## src/rtl/bbg_pkg.sv

```systemverilog
package bbg_pkg;
  typedef enum logic [1:0] {
    BURST_FIXED = 2'b00,
    BURST_INCR  = 2'b01,
    BURST_WRAP  = 2'b10,
    BURST_RSVD  = 2'b11
  } burst_e;
endpackage

```

## src/rtl/bbg_cmd_check.sv

```systemverilog
module bbg_cmd_check
  import bbg_pkg::*;
#(
  parameter int ADDR_W    = 16,
  parameter int LEN_W     = 8,
  parameter int BUS_BYTES = 8
) (
  input  logic [ADDR_W-1:0] addr_i,
  input  logic [2:0]        size_i,
  input  logic [LEN_W-1:0]  len_i,
  input  logic [1:0]        burst_i,
  output logic              legal_o
);
  localparam int MAX_SIZE = $clog2(BUS_BYTES);

  logic [ADDR_W-1:0] size_mask;
  logic unaligned, size_ok, wrap_len_ok;

  always_comb begin
    size_mask   = (ADDR_W'(1) << size_i) - ADDR_W'(1);
    unaligned   = |(addr_i & size_mask);
    size_ok     = ({29'd0, size_i} <= 32'(MAX_SIZE));
    wrap_len_ok = (len_i == LEN_W'(1)) || (len_i == LEN_W'(3)) ||
                  (len_i == LEN_W'(7)) || (len_i == LEN_W'(15));
    unique case (burst_e'(burst_i))
      BURST_FIXED, BURST_INCR: legal_o = size_ok;
      BURST_WRAP:              legal_o = size_ok && !unaligned && wrap_len_ok;
      default:                 legal_o = 1'b0;
    endcase
  end
endmodule

```

## src/rtl/bbg_next_addr.sv

```systemverilog
module bbg_next_addr
  import bbg_pkg::*;
#(
  parameter int ADDR_W = 16,
  parameter int LEN_W  = 8
) (
  input  logic [ADDR_W-1:0] addr_i,
  input  logic [2:0]        size_i,
  input  logic [LEN_W-1:0]  len_i,
  input  logic [1:0]        burst_i,
  output logic [ADDR_W-1:0] next_o
);
  logic [ADDR_W-1:0] step, aligned, wrap_mask;

  always_comb begin
    step      = ADDR_W'(1) << size_i;
    aligned   = addr_i & ~(step - ADDR_W'(1));
    // window = beat count * beat size, a power of two for legal wraps
    wrap_mask = ((ADDR_W'(len_i) + ADDR_W'(1)) << size_i) - ADDR_W'(1);
    unique case (burst_e'(burst_i))
      BURST_INCR: next_o = aligned + step;
      BURST_WRAP: next_o = (addr_i & ~wrap_mask) | ((addr_i + step) & wrap_mask);
      default:    next_o = addr_i;
    endcase
  end
endmodule

```

## src/rtl/bbg_lane_mask.sv

```systemverilog
module bbg_lane_mask #(
  parameter int ADDR_W    = 16,
  parameter int BUS_BYTES = 8
) (
  input  logic [ADDR_W-1:0]    addr_i,
  input  logic [2:0]           size_i,
  output logic [BUS_BYTES-1:0] strb_o
);
  localparam int LANE_W = $clog2(BUS_BYTES);

  logic [LANE_W:0] pos, step, lo, hi;

  always_comb begin
    pos  = {1'b0, addr_i[LANE_W-1:0]};
    step = (LANE_W+1)'(1) << size_i;
    lo   = pos & ~(step - (LANE_W+1)'(1));
    hi   = lo + step;
  end

  for (genvar i = 0; i < BUS_BYTES; i++) begin : g_lane
    assign strb_o[i] = ((LANE_W+1)'(i) >= pos) && ((LANE_W+1)'(i) < hi);
  end
endmodule

```

## src/rtl/burst_beat_gen.sv

```systemverilog
module burst_beat_gen
  import bbg_pkg::*;
#(
  parameter int ADDR_W    = 16,
  parameter int LEN_W     = 8,
  parameter int BUS_BYTES = 8
) (
  input  logic                 clk_i,
  input  logic                 rst_ni,
  input  logic                 cmd_valid_i,
  output logic                 cmd_ready_o,
  input  logic [ADDR_W-1:0]    cmd_addr_i,
  input  logic [2:0]           cmd_size_i,
  input  logic [LEN_W-1:0]     cmd_len_i,
  input  logic [1:0]           cmd_burst_i,
  output logic                 err_o,
  output logic                 beat_valid_o,
  input  logic                 beat_ready_i,
  output logic [ADDR_W-1:0]    beat_addr_o,
  output logic [BUS_BYTES-1:0] beat_strb_o,
  output logic                 beat_last_o
);
  logic              busy_q, err_q;
  logic [ADDR_W-1:0] addr_q, addr_nxt;
  logic [2:0]        size_q;
  logic [LEN_W-1:0]  len_q, cnt_q;
  burst_e            burst_q;
  logic              cmd_legal, accept, beat_fire, last_beat;

  bbg_cmd_check #(.ADDR_W(ADDR_W), .LEN_W(LEN_W), .BUS_BYTES(BUS_BYTES)) u_check (
    .addr_i(cmd_addr_i), .size_i(cmd_size_i), .len_i(cmd_len_i),
    .burst_i(cmd_burst_i), .legal_o(cmd_legal)
  );

  bbg_next_addr #(.ADDR_W(ADDR_W), .LEN_W(LEN_W)) u_next (
    .addr_i(addr_q), .size_i(size_q), .len_i(len_q),
    .burst_i(burst_q), .next_o(addr_nxt)
  );

  bbg_lane_mask #(.ADDR_W(ADDR_W), .BUS_BYTES(BUS_BYTES)) u_mask (
    .addr_i(addr_q), .size_i(size_q), .strb_o(beat_strb_o)
  );

  assign cmd_ready_o  = !busy_q;
  assign accept       = cmd_valid_i && cmd_ready_o;
  assign last_beat    = (cnt_q == len_q);
  assign beat_fire    = busy_q && beat_ready_i;
  assign beat_valid_o = busy_q;
  assign beat_addr_o  = addr_q;
  assign beat_last_o  = busy_q && last_beat;
  assign err_o        = err_q;

  always_ff @(posedge clk_i or negedge rst_ni) begin
    if (!rst_ni) begin
      busy_q  <= 1'b0;
      err_q   <= 1'b0;
      addr_q  <= '0;
      size_q  <= '0;
      len_q   <= '0;
      cnt_q   <= '0;
      burst_q <= BURST_FIXED;
    end else begin
      err_q <= accept && !cmd_legal;
      if (accept && cmd_legal) begin
        busy_q  <= 1'b1;
        addr_q  <= cmd_addr_i;
        size_q  <= cmd_size_i;
        len_q   <= cmd_len_i;
        burst_q <= burst_e'(cmd_burst_i);
        cnt_q   <= '0;
      end else if (beat_fire) begin
        if (last_beat) begin
          busy_q <= 1'b0;
        end else begin
          addr_q <= addr_nxt;
          cnt_q  <= cnt_q + LEN_W'(1);
        end
      end
    end
  end
endmodule

```

## config.mk

```make
export PLATFORM = sky130hd
export DESIGN_NAME = burst_beat_gen
export DESIGN_NICKNAME = d
export VERILOG_FILES = /design/src/rtl/bbg_pkg.sv /design/src/rtl/bbg_cmd_check.sv /design/src/rtl/bbg_next_addr.sv /design/src/rtl/bbg_lane_mask.sv /design/src/rtl/burst_beat_gen.sv
export SDC_FILE = /design/constraint.sdc
export NUM_CORES = 1
export LEC_CHECK = 0
export BUFFER_PORTS_ARGS = -buffer_cell sky130_fd_sc_hd__buf_2
export CORE_MARGIN = 2
export CORE_UTILIZATION = 60
export DETAILED_ROUTE_END_ITERATION = 7
export PLACE_DENSITY = 0.83
export SLEW_MARGIN = 0
export SYNTH_ARGS = -nofsm -noshare
export SYNTH_HDL_FRONTEND = slang
export SYNTH_SLANG_ARGS = --single-unit
```

## constraint.sdc

```tcl
create_clock -name clk_i -period 4.4 [get_ports clk_i]
set_input_delay 0 -clock clk_i [delete_from_list [all_inputs] [get_ports clk_i]]
set_output_delay 0 -clock clk_i [all_outputs]
set_load 0.005 [all_outputs]
```

Word-level counts from Yosys, hierarchy flattened. Cells that the tools add are included.

Register bits: 39. Bits of input ports: 33. Output and inout bits: 28. Word-level logic and storage cells: 97.

Add/sub/neg operators: 9. Magnitude comparators: 17. Equal/unequal tests: 10. Shift-type cells: 4. Multiplexer cells: 11. Bitwise logic cells: 9. Reduce and logical (&&, ||, !) cells: 30.

Operator list (number): 16-bit bitwise AND (4); 16-bit 2-to-1 mux (3); 16-bit adder (2); 16-bit NOT (2); 16-bit case mux with 2 select lines (1); 1-bit by 3-bit << shifter with 16-bit output (first input constant) (2); 16-bit by 1-bit subtractor with 16-bit output (second input constant) (2); 8-bit 2-to-1 mux (3); 3-bit by 4-bit less-than comparator with 1-bit output (first input constant) (4); 16-bit bitwise OR (1); 16-bit OR reduction (1); 16-bit by 3-bit << shifter with 16-bit output (1); 16-bit by 2-bit subtractor with 16-bit output (second input constant) (1); 1-bit logical AND (15); 3-bit greater-or-equal comparator (first input constant) (4); 8-bit by 1-bit adder with 9-bit output (second input constant) (1); 8-bit by 1-bit adder with 8-bit output (second input constant) (1); 8-bit by 1-bit == test with 1-bit output (second input constant) (1); 8-bit by 2-bit == test with 1-bit output (second input constant) (1); 8-bit by 3-bit == test with 1-bit output (second input constant) (1); 8-bit by 4-bit == test with 1-bit output (second input constant) (1); 8-bit == test (1); 1-bit by 4-bit less-than comparator with 1-bit output (first input constant) (2); 2-bit by 4-bit less-than comparator with 1-bit output (first input constant) (2); other kinds (21) (33).

Depth between registers and ports, before layout. Gate-level depths: netlist of run 1.

Depth after elaboration: 11. Depth in mapped cells: 16. Mapped depth without buffers: 15.

Cells and area by module. A second synthesis of run 1 with hierarchy kept.

Cells, all modules: 755. Area, all modules: 5475.3 µm².

By module, submodules not included: bbg_next_addr (times used 1, cells an instance 425, area an instance 2700.1 µm², seq. area each 0.0 µm²); burst_beat_gen (times used 1, cells an instance 240, area an instance 2194.6 µm², seq. area each 975.9 µm²); bbg_lane_mask (times used 1, cells an instance 53, area an instance 352.8 µm², seq. area each 0.0 µm²); bbg_cmd_check (times used 1, cells an instance 37, area an instance 227.7 µm², seq. area each 0.0 µm²).

Worst setup path after synthesis of run 1. No wires, ideal clock.

Kind: reg-to-reg. From: reg size_q[0]. To: reg with a tool-made name. Arrival time: 3.564 ns. Required time: 4.275 ns. Path slack: 0.712 ns. Cell stages (with the launch flop): 15. Buffers on the path: 3. Cell sequence: dfrtp_1 > clkbuf_1 > clkbuf_1 > buf_1 > nor3_1 > ha_1 > o21ai_0 > o211ai_1 > a31o_2 > a21oi_1 > or4b_2 > a311oi_1 > nor3_1 > xnor2_1 > mux2_2.

RTL lines: start, declared (RTL line burst_beat_gen.sv:25) `logic [2:0] size_q;`; start signal, assigned (RTL line burst_beat_gen.sv:67) `size_q <= cmd_size_i;`.

==> results.toml, run 1 <==
[die]
die_h_um = 91.1
initial_utilization_pct = 62.4
num_rows = 31
coreArea_sq_um = 7290
floorplan.die_area_sq_um = 8290
dieWidth_um = 91.1
io_pins = 61

[finish]
area_growth_pct = 12.0
antenna_cells = 0
nNetsFinal = 711
regArea_sq_um = 976
fillCellCount = 616
multi_input_area_sq_um = 3310
drive_above_1_share_pct = 15.0

[clock_tree]
clkTransAtPathRegs_ns = 0.09
holdBufCountCts = 13
cts_max_level = 2
cts_tree = "yes"
clock_latency_ns = 0.31
clock_sinks = 39
cts_setup_buffers = 0
cts.repair.resized = 0
numCtsBuffers = 5
cts-root-buf = "clkbuf_8"
cts_buffer_depth = 2

[critical_path]
cp-end-kind = "flip-flop"
crit_fanout = 13
arrival_ns = 4.11
worst_setup_path_start_kind = "flip-flop"
setup.worst_path.start = "size_q[0]"
crit_type = "reg -> reg"
cp_data_required_time_ns = 4.59
rr_startpoint = "size_q[0]"

[pwr]
p_clk_share_pct = 21.3
ir_drop_mv = 0.237
power.density_nw_per_um2 = 257
p_leak_nw = 2.30
internal-power_w = 0.000764
swShare_pct = 41.6
seqPwrFrac_pct = 38.8
p_sw_w = 0.000544
comb_power_share_pct = 39.9

[min_path]
hp-start = "cmd_valid_i"
hp-class = "in -> reg"

[sta]
fin_skew_ns = 0.0101
tns_ns = 0
hold_viol = 0
setup_viol = 0
max_slew_margin_pct = 37.8
drv_slew = 0
clock.fmax_ghz = 0.255
rsz0062_at_grt = "no"
period_share_pct = 89.1
worstMarginPinSlew_ns = 0.934
timing.hold.ws_ns = 0.0246
final.min_clock_period_ns = 3.92

[drt]
vias = 4963
route.detailed.drc = 0
drt-pass1-iter-count = 7
first_iter_violations = 435
wl_per_cell_um = 18.7
antenna_left = 0
vias_per_cell = 6.55
wirelength_um = 14200

[global_route]
antenna_found_initial = 0
grt_first_pass_wirelength_um = 22800
grt_pass1_vias = 4516
grt_overflow = 0
grt_start_max_net_pins = 40
grtUsageTotal_pct = 33.8

[run_status]
status = "finished clean"

[synthesis]
synth.top_cell.area_share_pct = 21.5
synth_warnings = 0
synth_most_common_cell = "nand2_1"
seq_area_frac_synth_pct = 21.5
synth_seq_cells = 39
synth.avg_cell_area_sq_um = 7.49
netlist_area_sq_um = 4550
synth_cell_types = 77
synth_flop_cell = "dfrtp_1"
netlist_instances = 607
synth_top_cell_by_area = "dfrtp_1"
synth_common_cells = "nand2_1 (89), nor2_1 (45), o21ai_0 (40)"
synth_nets = 660
yosys-top-cells-area = "dfrtp_1 (21%), nand2_1 (7.3%), xor2_1 (5.6%)"
synth_edf_count = 0
synth-async-reset-ratio_pct = 100

[placed_design]
dpl.hpwl_um = 10600
gp_congestion = 1.01
numPortBuffers = 60

[run]
maxCapViolCount = 0
-- final cells by class --
type	count	share of cell area [%]
inverter	22	1.62
clock inverter	1	0.172
clock buffer	7	1.70
tap	99	2.43
multi-input combinational	507	65.0
timing repair buffer	83	9.93
sequential	39	19.2
-- routing by layer --
layer | share of wire (%) | vias up | GRT usage [%]
met2 | 48 | 256 | 56.9
li1 | - | 2313 | -
met1 | 41 | 2359 | 44.7
met3 | 8.9 | 35 | 4.90
met4 | 2.4 | 0 | 11.0
met5 | 0 | - | 0
-- cell families (layout without fill, tap and decap cells) --
kind of cell / count (synthesis) / after routing / synth area share, %
xor gates and xnor gates: 52 / 52 / 10.0
and+or+nand+nor: 248 / 248 / 28.0
AOI/OAI and AO/OA: 179 / 179 / 26.9
muxes: 8 / 8 / 1.90
adders and majority gates: 20 / 20 / 5.83
DFF: 39 / 39 / 21.5
buffers and inverters: 61 / 113 / 5.83
-- metrics by stage --
step	instances	power, W	instance area (sq um)	setup WS, ns	util [%]
2_1_floorplan	607	0.000853	4550	0.712	-
3_3_place_gp	737	0.000994	4870	0.730	66.7
3_5_place_dp	737	0.00101	4870	0.615	66.7
4_1_cts	758	0.00129	5090	0.578	69.8
5_1_grt	758	0.00138	5090	0.362	69.8
6_report	758	0.00131	5090	0.479	69.8
-- power groups by stage --
stage | sequential [W] | combinational, W | clock, W
floorplan | 0.000485 | 0.000368 | 0
global placement | 0.000509 | 0.000485 | 0
detailed placement | 0.000513 | 0.000499 | 0
CTS | 0.000505 | 0.000510 | 0.000279
global route | 0.000516 | 0.000572 | 0.000293
finish | 0.000507 | 0.000522 | 0.000279
-- worst paths after layout --
kind                                                   end  slack, ns  depth (start not counted)
worst max-delay path                             flip-flop       0.48                         12
worst min-delay path                                 err_o       0.02                          3
worst max register to register                   flip-flop       0.48                         12
worst min register to register                  burst_q[1]       0.55                          2
max in group asynchronous                         len_q[5]       3.43                          2
min in group asynchronous       asynchronous set/reset pin       0.39                          2
-- cells in the final DEF (no fill, tap or decap), types with 5 or more instances in the layout --
| master | netlist | final |
|---|---|---|
| or3_1 | 9 | 9 |
| o221ai_1 | 5 | 5 |
| buf_2 | 5 | 60 |
| clkbuf_8 | 0 | 6 |
| nor3_1 | 15 | 15 |
| o21a_1 | 6 | 6 |
| a21oi_1 | 38 | 38 |
| o21ai_0 | 40 | 40 |
| nor2b_1 | 16 | 16 |
| dlygate4sd3_1 | 0 | 13 |
| buf_4 | 0 | 10 |
| inv_1 | 22 | 22 |
| a211oi_1 | 5 | 5 |
| nor4_1 | 7 | 7 |
| xnor2_1 | 23 | 23 |
| o31ai_1 | 6 | 6 |
| nand4_1 | 6 | 6 |
| a31oi_1 | 9 | 9 |
| and3_1 | 7 | 7 |
| nand2_1 | 89 | 89 |
| o211ai_1 | 9 | 9 |
| dfrtp_1 | 39 | 39 |
| ha_1 | 18 | 18 |
| nor2_1 | 45 | 44 |
| and2_1 | 8 | 8 |
| a2111oi_0 | 6 | 6 |
| mux2_2 | 5 | 5 |
| nand2b_1 | 6 | 6 |
| nand3_1 | 13 | 13 |
| xor2_1 | 29 | 29 |
-- critical path: stages (launching register included) --
cell and delay (ns):
dfrtp_1 0.63, nand2_1 0.26, nor2_1 0.43, ha_1 0.25
o21ai_0 0.13, o211ai_1 0.22, a31o_2 0.22, a21oi_1 0.17
or4b_2 0.67, a311oi_1 0.29, nor3_1 0.12, xnor2_1 0.14
mux2_2 0.26
Note: power is estimated with default switching activity, not from simulation.
==> inputs of run 2 (changes only) <==
Settings changed: CAP_MARGIN set to 20, CORE_UTILIZATION 60 to 40, PLACE_DENSITY 0.83 to unset.
==> results.toml, run 2 (same netlist as run 1, synthesis figures left out) <==
[run_status]
status = "finished clean"

[finish]
antenna_cells = 0
area_growth_pct = 14.8
stdcell_count = 802
layout_commonest_cell = "nand2_1"
utilization_pct = 47.5
layout_common_cells = "nand2_1 (89), buf_2 (60), nor2_1 (44)"
drive_above_1_share_pct = 15.6
nNetsFinal = 714

[die]
floorplan.die_area_sq_um = 12200
dieWidth_um = 111
initial_utilization_pct = 41.4
coreArea_sq_um = 11000
io_pins = 61
num_rows = 38
die_h_um = 111

[critical_path]
path_cells = "ha_1, and3_4, xnor2_1, a2111oi_1, or3_1, or4_4, nor4_4, xor2_1, nor3_1, o32a_1"
crit_fanout = 14
arrival_ns = 4.02
cp-end-kind = "flip-flop"
crit_type = "reg -> reg"
cp_data_required_time_ns = 4.59
cp_slowest_cell = "or4_4"
cp_slowest_stage_delay_ns = 0.62
worst_setup_path_start_kind = "flip-flop"

[placed_design]
dpl.cell_count = 781
gp_congestion = 0.997
dpl.hpwl_um = 11100
numPortBuffers = 60

[sta]
period_share_pct = 86.9
max_slew_margin_pct = 34.2
timing.hold.ws_ns = 0.0177
tns_ns = 0
setup_viol = 0
hold_viol = 0
drv_slew = 0
fin_skew_ns = 0.00498
clock.fmax_ghz = 0.261
rsz0062_at_grt = "no"
worstMarginPinSlew_ns = 0.987
final.min_clock_period_ns = 3.83

[drt]
route.detailed.drc = 0
first_iter_violations = 527
vias = 4800
antenna_left = 0
vias_per_cell = 5.99
wl_per_cell_um = 18.1
drt-pass1-iter-count = 5
wirelength_um = 14500

[min_path]
hp-class = "in -> reg"

[clock_tree]
cts-root-buf = "clkbuf_16"
clkTransAtPathRegs_ns = 0.07
clock_latency_ns = 0.30
clock_sinks = 39
cts_buffer_depth = 2
numCtsBuffers = 5
cts_tree = "yes"
cts_max_level = 2
cts.repair.resized = 0

[global_route]
grt_first_pass_wirelength_um = 23900
grt_pass1_vias = 4731
grt_overflow = 0
antenna_found_initial = 0
grtUsageTotal_pct = 23.9
grt_start_max_net_pins = 40

[pwr]
p_leak_nw = 2.33
ir_drop_mv = 0.294
power.density_nw_per_um2 = 271

[run]
maxCapViolCount = 0
[run 2: changes by cell type in the layout (fill, tap and decap cells not counted)]
cell / previous run / this run
clkbuf_16: 0 / 5
clkinvlp_4: 0 / 2
clkbuf_1: 1 / 0
inv_6: 0 / 1
buf_4: 10 / 13
clkbuf_8: 6 / 0
clkinv_4: 1 / 0
[run 2: power by group]
part	internal [W]	switching [W]
Clock	0.000212	0.000175
Sequential	0.000415	0.0000980
Combinational	0.000221	0.000294
[run 2: path summary, 6_finish.rpt]
| path | from | to | slack, ns | cells after the start |
|---|---|---|---|---|
| worst min-delay path | cmd_addr_i[1] | flip-flop | 0.02 | 3 |
| worst min register to register | burst_q[0] | burst_q[0] | 0.53 | 2 |
| worst max-delay path | len_q[0] | flip-flop | 0.57 | 10 |
| min in group asynchronous | rst_ni | len_q[2] | 0.41 | 2 |
| max in group asynchronous | rst_ni | asynchronous set/reset pin | 3.39 | 2 |
| worst max register to register | len_q[0] | flip-flop | 0.57 | 10 |
[run 2: critical path: cells and delay by family, from the launching register on]
family          cells  cell delay [ns]
compound gates      2             0.49
xor+xnor            2             0.70
flops               1             0.54
fa+ha+maj           1             0.35
simple gates        5             1.64
[run 2: area by class of cell]
cell class	count	area, sq um
Clock buffer	5	125
Multi-Input combinational cell	507	3310
Sequential cell	39	976
Fill cell	1117	5760
Tap cell	140	175
Inverter	22	82.6
Clock inverter	3	23.8
Timing Repair Buffer	86	528
[run 2: repair_timing]
item                                   4_1_cts  5_1_grt
endpoints found under the hold margin       51        0
buffers inserted                             0        0
hold buffers                                13        0
setup endpoints to repair                    0        0
[run 2: routing by layer]
| layer | track usage, % | vias to the layer above | part of all wire, % |
|---|---|---|---|
| met5 | 0 | - | 0 |
| met4 | 11.6 | 0 | 3.0 |
| met3 | 5.21 | 32 | 7.2 |
| met2 | 38.8 | 191 | 47 |
| met1 | 30.2 | 2248 | 43 |
| li1 | - | 2329 | - |
[run 2: through the flow]
stage	setup slack (ns)	power, W	instance area, sq um
2_1_floorplan	0.712	0.000853	4550
6_report	0.575	0.00142	5220
3_5_place_dp	0.609	0.00102	4940
4_1_cts	0.590	0.00142	5220
5_1_grt	0.313	0.00151	5220
3_3_place_gp	0.598	0.00101	4940
==> inputs of run 3 (changes only) <==
Clock period 4.4 ns to 4.5 ns, I/O delays scaled along.
==> results.toml, run 3 (same netlist as run 1, synthesis figures left out) <==
[run_status]
status = "finished clean"

[finish]
multi_input_area_sq_um = 3310
layout_commonest_cell = "nand2_1"
layout_common_cells = "nand2_1 (89), buf_2 (60), nor2_1 (44)"
antenna_cells = 0
nNetsFinal = 710
drive_above_1_share_pct = 15.0
area_growth_pct = 14.6
regArea_sq_um = 976
fillCellCount = 1096

[sta]
final.min_clock_period_ns = 3.87
hold_viol = 0
setup_viol = 0
rsz0062_at_grt = "no"
period_share_pct = 86.1
drv_slew = 0
worstMarginPinSlew_ns = 1.01
fin_skew_ns = 0.00934
clock.fmax_ghz = 0.258
finalWorstSetupSlack_ns = 0.625
tns_ns = 0
max_slew_margin_pct = 31.9

[clock_tree]
cts_max_level = 2
numCtsBuffers = 5
cts.repair.resized = 0
cts_tree = "yes"
clock_sinks = 39
clkTransAtPathRegs_ns = 0.07
clock_latency_ns = 0.30
cts-root-buf = "clkbuf_16"
cts_buffer_depth = 2

[pwr]
comb_power_share_pct = 34.8
seqPwrFrac_pct = 34.9
p_clk_share_pct = 30.3
internal-power_w = 0.000883
power.density_nw_per_um2 = 276
p_sw_w = 0.000554
p_leak_nw = 2.32
swShare_pct = 38.6
ir_drop_mv = 0.275

[global_route]
grt_overflow = 0
grt_first_pass_wirelength_um = 23400
grt_start_max_net_pins = 40
grtUsageTotal_pct = 23.8
antenna_found_initial = 0
grt_pass1_vias = 4464

[placed_design]
dpl.hpwl_um = 11300
gp_congestion = 0.962
numPortBuffers = 60
post-place-ws_ns = 0.690

[critical_path]
cp-end-kind = "flip-flop"
cp_slowest_stage_delay_ns = 0.42
crit_fanout = 12
cp_slowest_cell = "a21oi_1"
cp_data_required_time_ns = 4.69
crit_type = "reg -> reg"
path_cells = "inv_1, nand2_1, nor2_1, ha_1, inv_1, fa_1, nor2b_1, o21ai_0, a211o_1, a21oi_1, o21ai_0, xnor2_1, a211o_1, o311a_1"
arrival_ns = 4.07
worst_setup_path_start_kind = "flip-flop"

[drt]
antenna_left = 0
vias_per_cell = 6.09
first_iter_violations = 402
route.detailed.drc = 0
wl_per_cell_um = 18.6
drt-pass1-iter-count = 5
wirelength_um = 14900
vias = 4858

[die]
coreArea_sq_um = 11000
floorplan.die_area_sq_um = 12200
initial_utilization_pct = 41.4
dieWidth_um = 111
die_h_um = 111
io_pins = 61
num_rows = 38

[run]
maxCapViolCount = 0

[min_path]
hp-class = "in -> reg"
==> run 3: worst paths after layout <==
check	start	endpoint	slack, ns	cells after the start
worst max-delay path	size_q[2]	flip-flop	0.63	14
worst max register to register	size_q[2]	flip-flop	0.63	14
worst min-delay path	beat_ready_i	beat_valid_o	0.02	3
worst min register to register	burst_q[0]	burst_q[0]	0.54	2
min in group asynchronous	rst_ni	cnt_q[4]	0.39	2
max in group asynchronous	rst_ni	asynchronous set/reset pin	3.51	2
==> run 3: power groups by stage <==
stage / Clock [W] / Sequential [W] / Combinational [W]
after detailed placement: 0 / 0.000506 / 0.000487
after CTS: 0.000441 / 0.000500 / 0.000499
after floorplan: 0 / 0.000474 / 0.000360
after global placement: 0 / 0.000506 / 0.000479
final: 0.000435 / 0.000501 / 0.000501
after global routing: 0.000450 / 0.000511 / 0.000554
==> run 3: worst max-delay path, delay by kind of cell, from the launching register on <==
family,cells,cell delay [ns]
buffers and inverters,2,0.38
flip-flops,1,0.37
AO/OA/AOI/OAI,6,1.50
AND/OR/NAND/NOR,3,0.59
adder cells (fa/ha/maj),2,0.71
XOR/XNOR,1,0.19
==> run 3: routing by layer <==
layer / global-route usage (%) / routed length (um) / part of all wire, % / vias to the layer above
met5: 0 / 0 / 0 / -
met1: 31.4 / 6770 / 46 / 2323
met3: 3.24 / 879 / 5.9 / 33
met2: 40.3 / 6880 / 46 / 176
met4: 7.50 / 340 / 2.3 / 0
li1: - / - / - / 2326
==> run 3: what timing repair did <==
action / 4_1_cts / 5_1_grt
hold buffers: 13 / 0
hold endpoints to repair: 51 / 0
setup buffers: 0 / 0
==> run 3: area by class of cell <==
type	instances	area share, %
flip-flops and latches	39	18.7
clock inverters	3	0.888
multi-input cells	507	63.5
repair buffers	82	9.56
inverters	22	1.58
well taps	140	3.36
clock buffers	5	2.40
==> run 3: through the flow <==
step | util [%] | hold WS [ns] | instances | instance area, sq um | total power, W
finish | 47.4 | 0.0246 | 798 | 5210 | 0.00144
global route | 47.4 | 0.0431 | 798 | 5210 | 0.00151
global placement | 44.7 | 0.215 | 777 | 4910 | 0.000985
floorplan | - | -0.296 | 607 | 4550 | 0.000834
CTS | 47.4 | 0.0220 | 798 | 5210 | 0.00144
detailed placement | 44.7 | 0.218 | 777 | 4910 | 0.000994
